[src/rtl/irq_arb_pkg.sv]
package irq_arb_pkg;

  localparam int N_MASKABLE = 4;
  localparam int N_SRC      = N_MASKABLE + 1;
  localparam int NMI_IDX    = N_MASKABLE;

  typedef enum logic [2:0] {
    SRC_NONE = 3'd0,
    SRC_NMI  = 3'd1,
    SRC_RSTA = 3'd2,
    SRC_RSTB = 3'd3,
    SRC_RSTC = 3'd4,
    SRC_VEC  = 3'd5
  } irq_src_e;

  // grant bit layout: [4]=NMI, [3]=A, [2]=B, [1]=C, [0]=vectored
  function automatic irq_src_e grant_to_src(input logic [N_SRC-1:0] g);
    irq_src_e s;
    s = SRC_NONE;
    if (g[4])      s = SRC_NMI;
    else if (g[3]) s = SRC_RSTA;
    else if (g[2]) s = SRC_RSTB;
    else if (g[1]) s = SRC_RSTC;
    else if (g[0]) s = SRC_VEC;
    return s;
  endfunction

  function automatic logic [15:0] src_target(input irq_src_e s, input logic [15:0] vec);
    logic [15:0] t;
    case (s)
      SRC_NMI:  t = 16'h0066;
      SRC_RSTA: t = 16'h003C;
      SRC_RSTB: t = 16'h0034;
      SRC_RSTC: t = 16'h002C;
      SRC_VEC:  t = vec;
      default:  t = 16'h0000;
    endcase
    return t;
  endfunction

endpackage

[src/rtl/irq_req_latch.sv]
module irq_req_latch #(
  parameter int N = 5
) (
  input  logic         clk,
  input  logic         rst_n,
  input  logic [N-1:0] req_i,
  input  logic [N-1:0] clr_i,
  output logic [N-1:0] pend_o
);

  logic [N-1:0] req_q;

  always_ff @(posedge clk) begin
    if (!rst_n) req_q <= '0;
    else        req_q <= req_i;
  end

  for (genvar i = 0; i < N; i++) begin : g_bit
    logic rise;
    logic pend_q;
    assign rise = req_i[i] & ~req_q[i];

    always_ff @(posedge clk) begin
      if (!rst_n) pend_q <= 1'b0;
      else        pend_q <= (pend_q & ~clr_i[i]) | rise;
    end
    assign pend_o[i] = pend_q;

    AST_PEND_STICKY: assert property (@(posedge clk) disable iff (!rst_n)
      (pend_q && !clr_i[i]) |=> pend_q);
  end

endmodule

[src/rtl/irq_ctrl_port.sv]
module irq_ctrl_port #(
  parameter int          CTRL_W    = 4,
  parameter logic [7:0]  CTRL_PORT = 8'hBB
) (
  input  logic              clk,
  input  logic              rst_n,
  input  logic              io_wr_i,
  input  logic [7:0]        io_addr_lo_i,
  input  logic [CTRL_W-1:0] io_wdata_i,
  output logic [CTRL_W-1:0] ctrl_o,
  output logic              fwd_o
);

  logic hit;
  logic [CTRL_W-1:0] ctrl_q;

  assign hit   = io_wr_i && (io_addr_lo_i == CTRL_PORT);
  assign fwd_o = io_wr_i && !hit;

  always_ff @(posedge clk) begin
    if (!rst_n)   ctrl_q <= '0;
    else if (hit) ctrl_q <= io_wdata_i;
  end
  assign ctrl_o = ctrl_q;

  AST_CTRL_LOAD: assert property (@(posedge clk) disable iff (!rst_n)
    (io_wr_i && io_addr_lo_i == CTRL_PORT) |=> ctrl_o == $past(io_wdata_i));

endmodule

[src/rtl/irq_pick.sv]
module irq_pick #(
  parameter int NM = 4
) (
  input  logic [NM:0]   pend_i,
  input  logic [NM-1:0] mask_i,
  input  logic          iff1_i,
  output logic [NM:0]   grant_o
);

  logic [NM-1:0] qual;
  assign qual = pend_i[NM-1:0] & mask_i & {NM{iff1_i}};

  always_comb begin
    logic found;
    found   = 1'b0;
    grant_o = '0;
    if (pend_i[NM]) begin
      grant_o[NM] = 1'b1;
    end else begin
      for (int i = NM - 1; i >= 0; i--) begin
        if (!found && qual[i]) begin
          grant_o[i] = 1'b1;
          found      = 1'b1;
        end
      end
    end
  end

endmodule

[src/rtl/irq_restart_arbiter.sv]
module irq_restart_arbiter
  import irq_arb_pkg::*;
#(
  parameter logic [7:0] CTRL_PORT = 8'hBB
) (
  input  logic        clk,
  input  logic        rst_n,
  input  logic        io_wr_i,
  input  logic [7:0]  io_addr_lo_i,
  input  logic [3:0]  io_wdata_lo_i,
  output logic        io_fwd_wr_o,
  input  logic        nmi_req_i,
  input  logic        rsta_req_i,
  input  logic        rstb_req_i,
  input  logic        rstc_req_i,
  input  logic        vec_req_i,
  input  logic [15:0] ack_vector_i,
  input  logic        ei_i,
  input  logic        di_i,
  input  logic        boundary_i,
  input  logic        push_ack_i,
  output logic        take_o,
  output logic [2:0]  take_src_o,
  output logic [15:0] take_target_o,
  output logic        leave_halt_o,
  output logic        push_req_o,
  output logic        iff1_o,
  output logic        iff2_o
);

  logic [N_SRC-1:0]      req_bus, pend, grant, clr;
  logic [N_MASKABLE-1:0] ctrl;
  logic                  accept, nmi_win;
  irq_src_e              pick_src;

  logic        iff1_q, iff2_q, take_q, halt_q, push_q;
  logic [2:0]  src_q;
  logic [15:0] tgt_q;

  assign req_bus = {nmi_req_i, rsta_req_i, rstb_req_i, rstc_req_i, vec_req_i};

  irq_ctrl_port #(.CTRL_W(N_MASKABLE), .CTRL_PORT(CTRL_PORT)) u_ctrl (
    .clk(clk), .rst_n(rst_n), .io_wr_i(io_wr_i), .io_addr_lo_i(io_addr_lo_i),
    .io_wdata_i(io_wdata_lo_i), .ctrl_o(ctrl), .fwd_o(io_fwd_wr_o)
  );

  irq_req_latch #(.N(N_SRC)) u_latch (
    .clk(clk), .rst_n(rst_n), .req_i(req_bus), .clr_i(clr), .pend_o(pend)
  );

  irq_pick #(.NM(N_MASKABLE)) u_pick (
    .pend_i(pend), .mask_i(ctrl), .iff1_i(iff1_q), .grant_o(grant)
  );

  // named decision events
  assign accept   = boundary_i && (|grant) && !push_q;
  assign clr      = grant & {N_SRC{accept}};
  assign nmi_win  = accept && grant[NMI_IDX];
  assign pick_src = grant_to_src(grant);

  always_ff @(posedge clk) begin
    if (!rst_n) begin
      take_q <= 1'b0;
      halt_q <= 1'b0;
      src_q  <= SRC_NONE;
      tgt_q  <= '0;
    end else begin
      take_q <= accept;
      halt_q <= accept;
      src_q  <= accept ? pick_src : SRC_NONE;
      tgt_q  <= accept ? src_target(pick_src, ack_vector_i) : 16'h0000;
    end
  end

  always_ff @(posedge clk) begin
    if (!rst_n)          push_q <= 1'b0;
    else if (accept)     push_q <= 1'b1;
    else if (push_ack_i) push_q <= 1'b0;
  end

  always_ff @(posedge clk) begin
    if (!rst_n) begin
      iff1_q <= 1'b0;
      iff2_q <= 1'b0;
    end else if (accept) begin
      iff1_q <= 1'b0;
      if (!nmi_win) iff2_q <= 1'b0;
    end else if (di_i) begin
      iff1_q <= 1'b0;
      iff2_q <= 1'b0;
    end else if (ei_i) begin
      iff1_q <= 1'b1;
      iff2_q <= 1'b1;
    end
  end

  assign take_o        = take_q;
  assign leave_halt_o  = halt_q;
  assign take_src_o    = src_q;
  assign take_target_o = tgt_q;
  assign push_req_o    = push_q;
  assign iff1_o        = iff1_q;
  assign iff2_o        = iff2_q;

  AST_GRANT_ONEHOT: assert property (@(posedge clk) disable iff (!rst_n)
    $onehot0(grant));
  AST_MASKABLE_NEEDS_IFF: assert property (@(posedge clk) disable iff (!rst_n)
    (|grant[N_MASKABLE-1:0]) |-> iff1_q);
  AST_TAKE_SINGLE: assert property (@(posedge clk) disable iff (!rst_n)
    take_o |=> !take_o);
  AST_TAKE_PUSHES: assert property (@(posedge clk) disable iff (!rst_n)
    take_o |-> (push_req_o && leave_halt_o));
  AST_MASKABLE_CLEARS_IFF: assert property (@(posedge clk) disable iff (!rst_n)
    (take_o && take_src_o != SRC_NMI) |-> (!iff1_o && !iff2_o));
  AST_NMI_KEEPS_IFF2: assert property (@(posedge clk) disable iff (!rst_n)
    (take_o && take_src_o == SRC_NMI) |-> (!iff1_o && iff2_o == $past(iff2_o)));

endmodule

[config.mk]
export PLATFORM = sky130hd
export DESIGN_NAME = irq_restart_arbiter
export DESIGN_NICKNAME = d
export VERILOG_FILES = /design/src/rtl/irq_arb_pkg.sv /design/src/rtl/irq_req_latch.sv /design/src/rtl/irq_ctrl_port.sv /design/src/rtl/irq_pick.sv /design/src/rtl/irq_restart_arbiter.sv
export SDC_FILE = /design/constraint.sdc
export NUM_CORES = 1
export LEC_CHECK = 0
export BUFFER_PORTS_ARGS = -buffer_cell sky130_fd_sc_hd__buf_2
export CAP_MARGIN = 20
export CELL_PAD_IN_SITES_DETAIL_PLACEMENT = 1
export CELL_PAD_IN_SITES_GLOBAL_PLACEMENT = 2
export CORE_ASPECT_RATIO = 0.8
export CORE_MARGIN = 5
export CORE_UTILIZATION = 28
export DETAILED_ROUTE_END_ITERATION = 6
export GPL_TIMING_DRIVEN = 1
export HOLD_SLACK_MARGIN = 0.05
export PLACE_DENSITY = 0.8
export SLEW_MARGIN = 30
export SYNTH_ARGS = -nofsm -noshare
export SYNTH_HDL_FRONTEND = slang
export SYNTH_SLANG_ARGS = --single-unit
[constraint.sdc]
create_clock -name clk -period 3.6 [get_ports clk]
set_input_delay 0 -clock clk [delete_from_list [all_inputs] [get_ports clk]]
set_output_delay 0 -clock clk [all_outputs]
set_load 0.05 [all_outputs]
==> impl_metrics.json <==
{
  "status": "finished, final reports clean",
  "max_freq_mhz": 753,
  "fillers": 585,
  "post-place-ws_ns": 2.28,
  "netlist_area_mm2": 0.00140,
  "fin_ws_ns": 2.27,
  "grt_pass1_vias": 1374,
  "drc": 0,
  "n_antenna_cell": 0,
  "io_pins": 65,
  "slew_violations": 0,
  "cts_tree": "built",
  "ant_nets": 0,
  "synth.top_cells.by_count": "dfxtp_1, and2_1, nand2_1, nor2_1, a21oi_1",
  "finalInstanceArea_mm2": 0.00212,
  "fp.coreArea_mm2": 0.00492,
  "synth-compound-area-share_pct": 16.2,
  "place_hpwl_mm": 2.88,
  "clock_path_buffers": 2,
  "ctsRootBufferMaster": "clkbuf_8",
  "nNetsFinal": 275,
  "crit_required_ns": 3.83,
  "cpMaxStageDelayCell": "dfxtp_1",
  "cts.clk_slew.worst_paths_ns": 0.07,
  "yosys_register_bits": 37,
  "synth_seq_area_share_pct": 53.0,
  "fin_crit_sh_pct": 36.9,
  "synthAdderAreaFrac_pct": 0,
  "ctsResizeCount": 0,
  "synth-simple-area-share_pct": 27.2,
  "finClkSkew_ns": 0.00490,
  "yosysTopAreaCell": "dfxtp_1",
  "use_met2_pct": 21.7,
  "cpLargestDelayFamily": "simple AND/OR/NAND/NOR gates",
  "synthFlopType": "dfxtp_1",
  "ys_types": 35,
  "dieArea_mm2": 0.00651,
  "min_path_type": "in2reg",
  "layout_min_cycle_time_ns": 1.33,
  "initial_core_util_pct": 28.4,
  "grt_max_degree": 17,
  "syn-num-nets": 181,
  "drive_above_1_share_pct": 35.6,
  "htreeDepth": 2,
  "ir_drop_v": 0.000172,
  "place_area_mm2": 0.00177,
  "cellLeakagePower_nw": 0.972,
  "arrival_ns": 1.56,
  "synth_edf_count": 0,
  "die_h_um": 73.2,
  "path_buf_inv": 0,
  "gr-total-overflow": 0,
  "grt_pass1_wl_mm": 6.35,
  "die_w_um": 89.0,
  "area_growth_pct": 52.2,
  "path_class": "reg2reg",
  "vias": 1293,
  "setup_viol_count_final": 0,
  "powerDensity_mw_per_mm2": 377,
  "startpoint_type": "register",
  "finalHoldViolations": 0,
  "grt_usage_pct": 12.9,
  "busiest_layer": "met2",
  "portBuffers": 64,
  "clk_latency_ns": 0.29,
  "cts_buffers": 5,
  "synth_xor_area_share_pct": 0,
  "grtUsageMet1_pct": 14.8,
  "synthMostInstantiatedCell": "dfxtp_1",
  "syn_avg_cell_area_um2": 9.90,
  "synth_top_area_share_pct": 53.0,
  "met3_usage_pct": 5.30,
  "cts_sinks": 37,
  "critPathMaxStageDelay_ns": 0.37,
  "wl_per_cell_um": 13.3,
  "setup_tns_ns": 0,
  "async_flop_share_pct": 0,
  "viasPerCell": 4.34,
  "slew_headroom_pct": 72.8,
  "regArea_um2": 741,
  "synthCells": 141,
  "design_power_total_w": 0.000801,
  "path_cells": "a22oi_4, nand4_4, nor2_4, and2_1",
  "yosysWarningCount": 0,
  "synthMuxAreaShare_pct": 0,
  "antenna_found_initial": 0,
  "firstDrtPassIters": 4,
  "drt_iter0_markers": 44,
  "maxCapViolations": 0,
  "worstMarginPinSlew_ns": 0.407,
  "routed_wl_mm": 3.96,
  "worst_setup_path_end_kind": "register",
  "crit_fanout": 10,
  "rsz0062_at_grt": "no",
  "multiInputGateArea_um2": 607,
  "synth_top_family_by_area": "simple AND/OR/NAND/NOR gates",
  "rows": 23,
  "place_congestion": 0.775,
  "synth_top_cells_by_area": "dfxtp_1, and2_1, nand2_1"
}
-- layout make-up --
class	count	share of cell area [%]
inverter	7	1.24
tap	62	3.65
multi-input combinational	93	28.6
timing repair buffer	91	27.8
clock inverter	2	0.471
sequential	37	34.9
clock buffer	6	3.42
-- through the flow --
step | hold slack [ns] | utilization, % | instances
2_1_floorplan | 0.0711 | - | 141
3_3_place_gp | 0.199 | 36.0 | 263
3_5_place_dp | 0.206 | 36.0 | 263
4_1_cts | 0.0742 | 43.2 | 298
5_1_grt | 0.0826 | 43.2 | 298
6_report | 0.0836 | 43.2 | 298
-- path summary, 6_finish.rpt --
kind / start / end / slack (ns) / cells after the start
worst max-delay path: u_ctrl.ctrl_o[2]$_SDFFE_PN0P_ / take_target_o[15]$_SDFF_PN0_ / 2.27 / 4
worst min-delay path: ei_i / iff1_o$_SDFFE_PP0P_ / 0.08 / 3
worst max register to register: u_ctrl.ctrl_o[2]$_SDFFE_PN0P_ / take_target_o[15]$_SDFF_PN0_ / 2.27 / 4
worst min register to register: u_latch.req_q[2]$_SDFF_PN0_ / u_latch.g_bit[2].pend_q$_SDFF_PN0_ / 0.44 / 1
-- cells by family (layout without fill, tap and decap cells) --
group           after synthesis  after routing
compound gates               29             29
flops                        37             37
simple gates                 64             64
buf+inv                      11            106
-- repair_timing --
| action | in CTS | in global routing |
|---|---|---|
| setup buffers | 0 | 0 |
| endpoints found under the hold margin | 32 | 0 |
| hold buffers | 27 | 0 |
-- sequential cells by signal (all words and copies together) (netlist names) --
name                  cells
push_req_o                1
leave_halt_o              1
iff1_o                    1
u_latch.req_q             5
take_src_o                3
iff2_o                    1
u_ctrl.ctrl_o             4
u_latch.g_bit.pend_q      5
take_target_o            16
-- report_power, final --
part            total, W  internal [W]  leakage (nW)  switching, W
sequential      0.000429      0.000420         0.301    0.00000955
clock           0.000278      0.000134        0.0450      0.000144
combinational  0.0000942     0.0000492         0.626     0.0000450
-- routing by layer --
metal	wire length, um	vias to the layer above
li1	-	665
met1	1760	579
met2	1810	44
met3	322	5
met4	65	0
met5	0	-
-- worst register-to-register path, cell delays in order, from the launching register on --
cell and delay (ns):
dfxtp_1 0.37, a22oi_4 0.33, nand4_4 0.19, nor2_4 0.22, and2_1 0.17
-- cell usage in the layout (no fill, tap or decap), types with 2 or more instances in the layout --
master,count
buf_2,64
dfxtp_1,37
dlygate4sd3_1,27
and2_1,15
nand2_1,14
nor2_1,10
a21oi_1,9
nand3_1,7
inv_1,6
nand2b_1,5
clkbuf_8,5
o21ai_0,4
o21ai_1,4
nand4b_1,2
or3_1,2
a31oi_1,2
clkinv_2,2
Power figures use the tool's default switching activity.
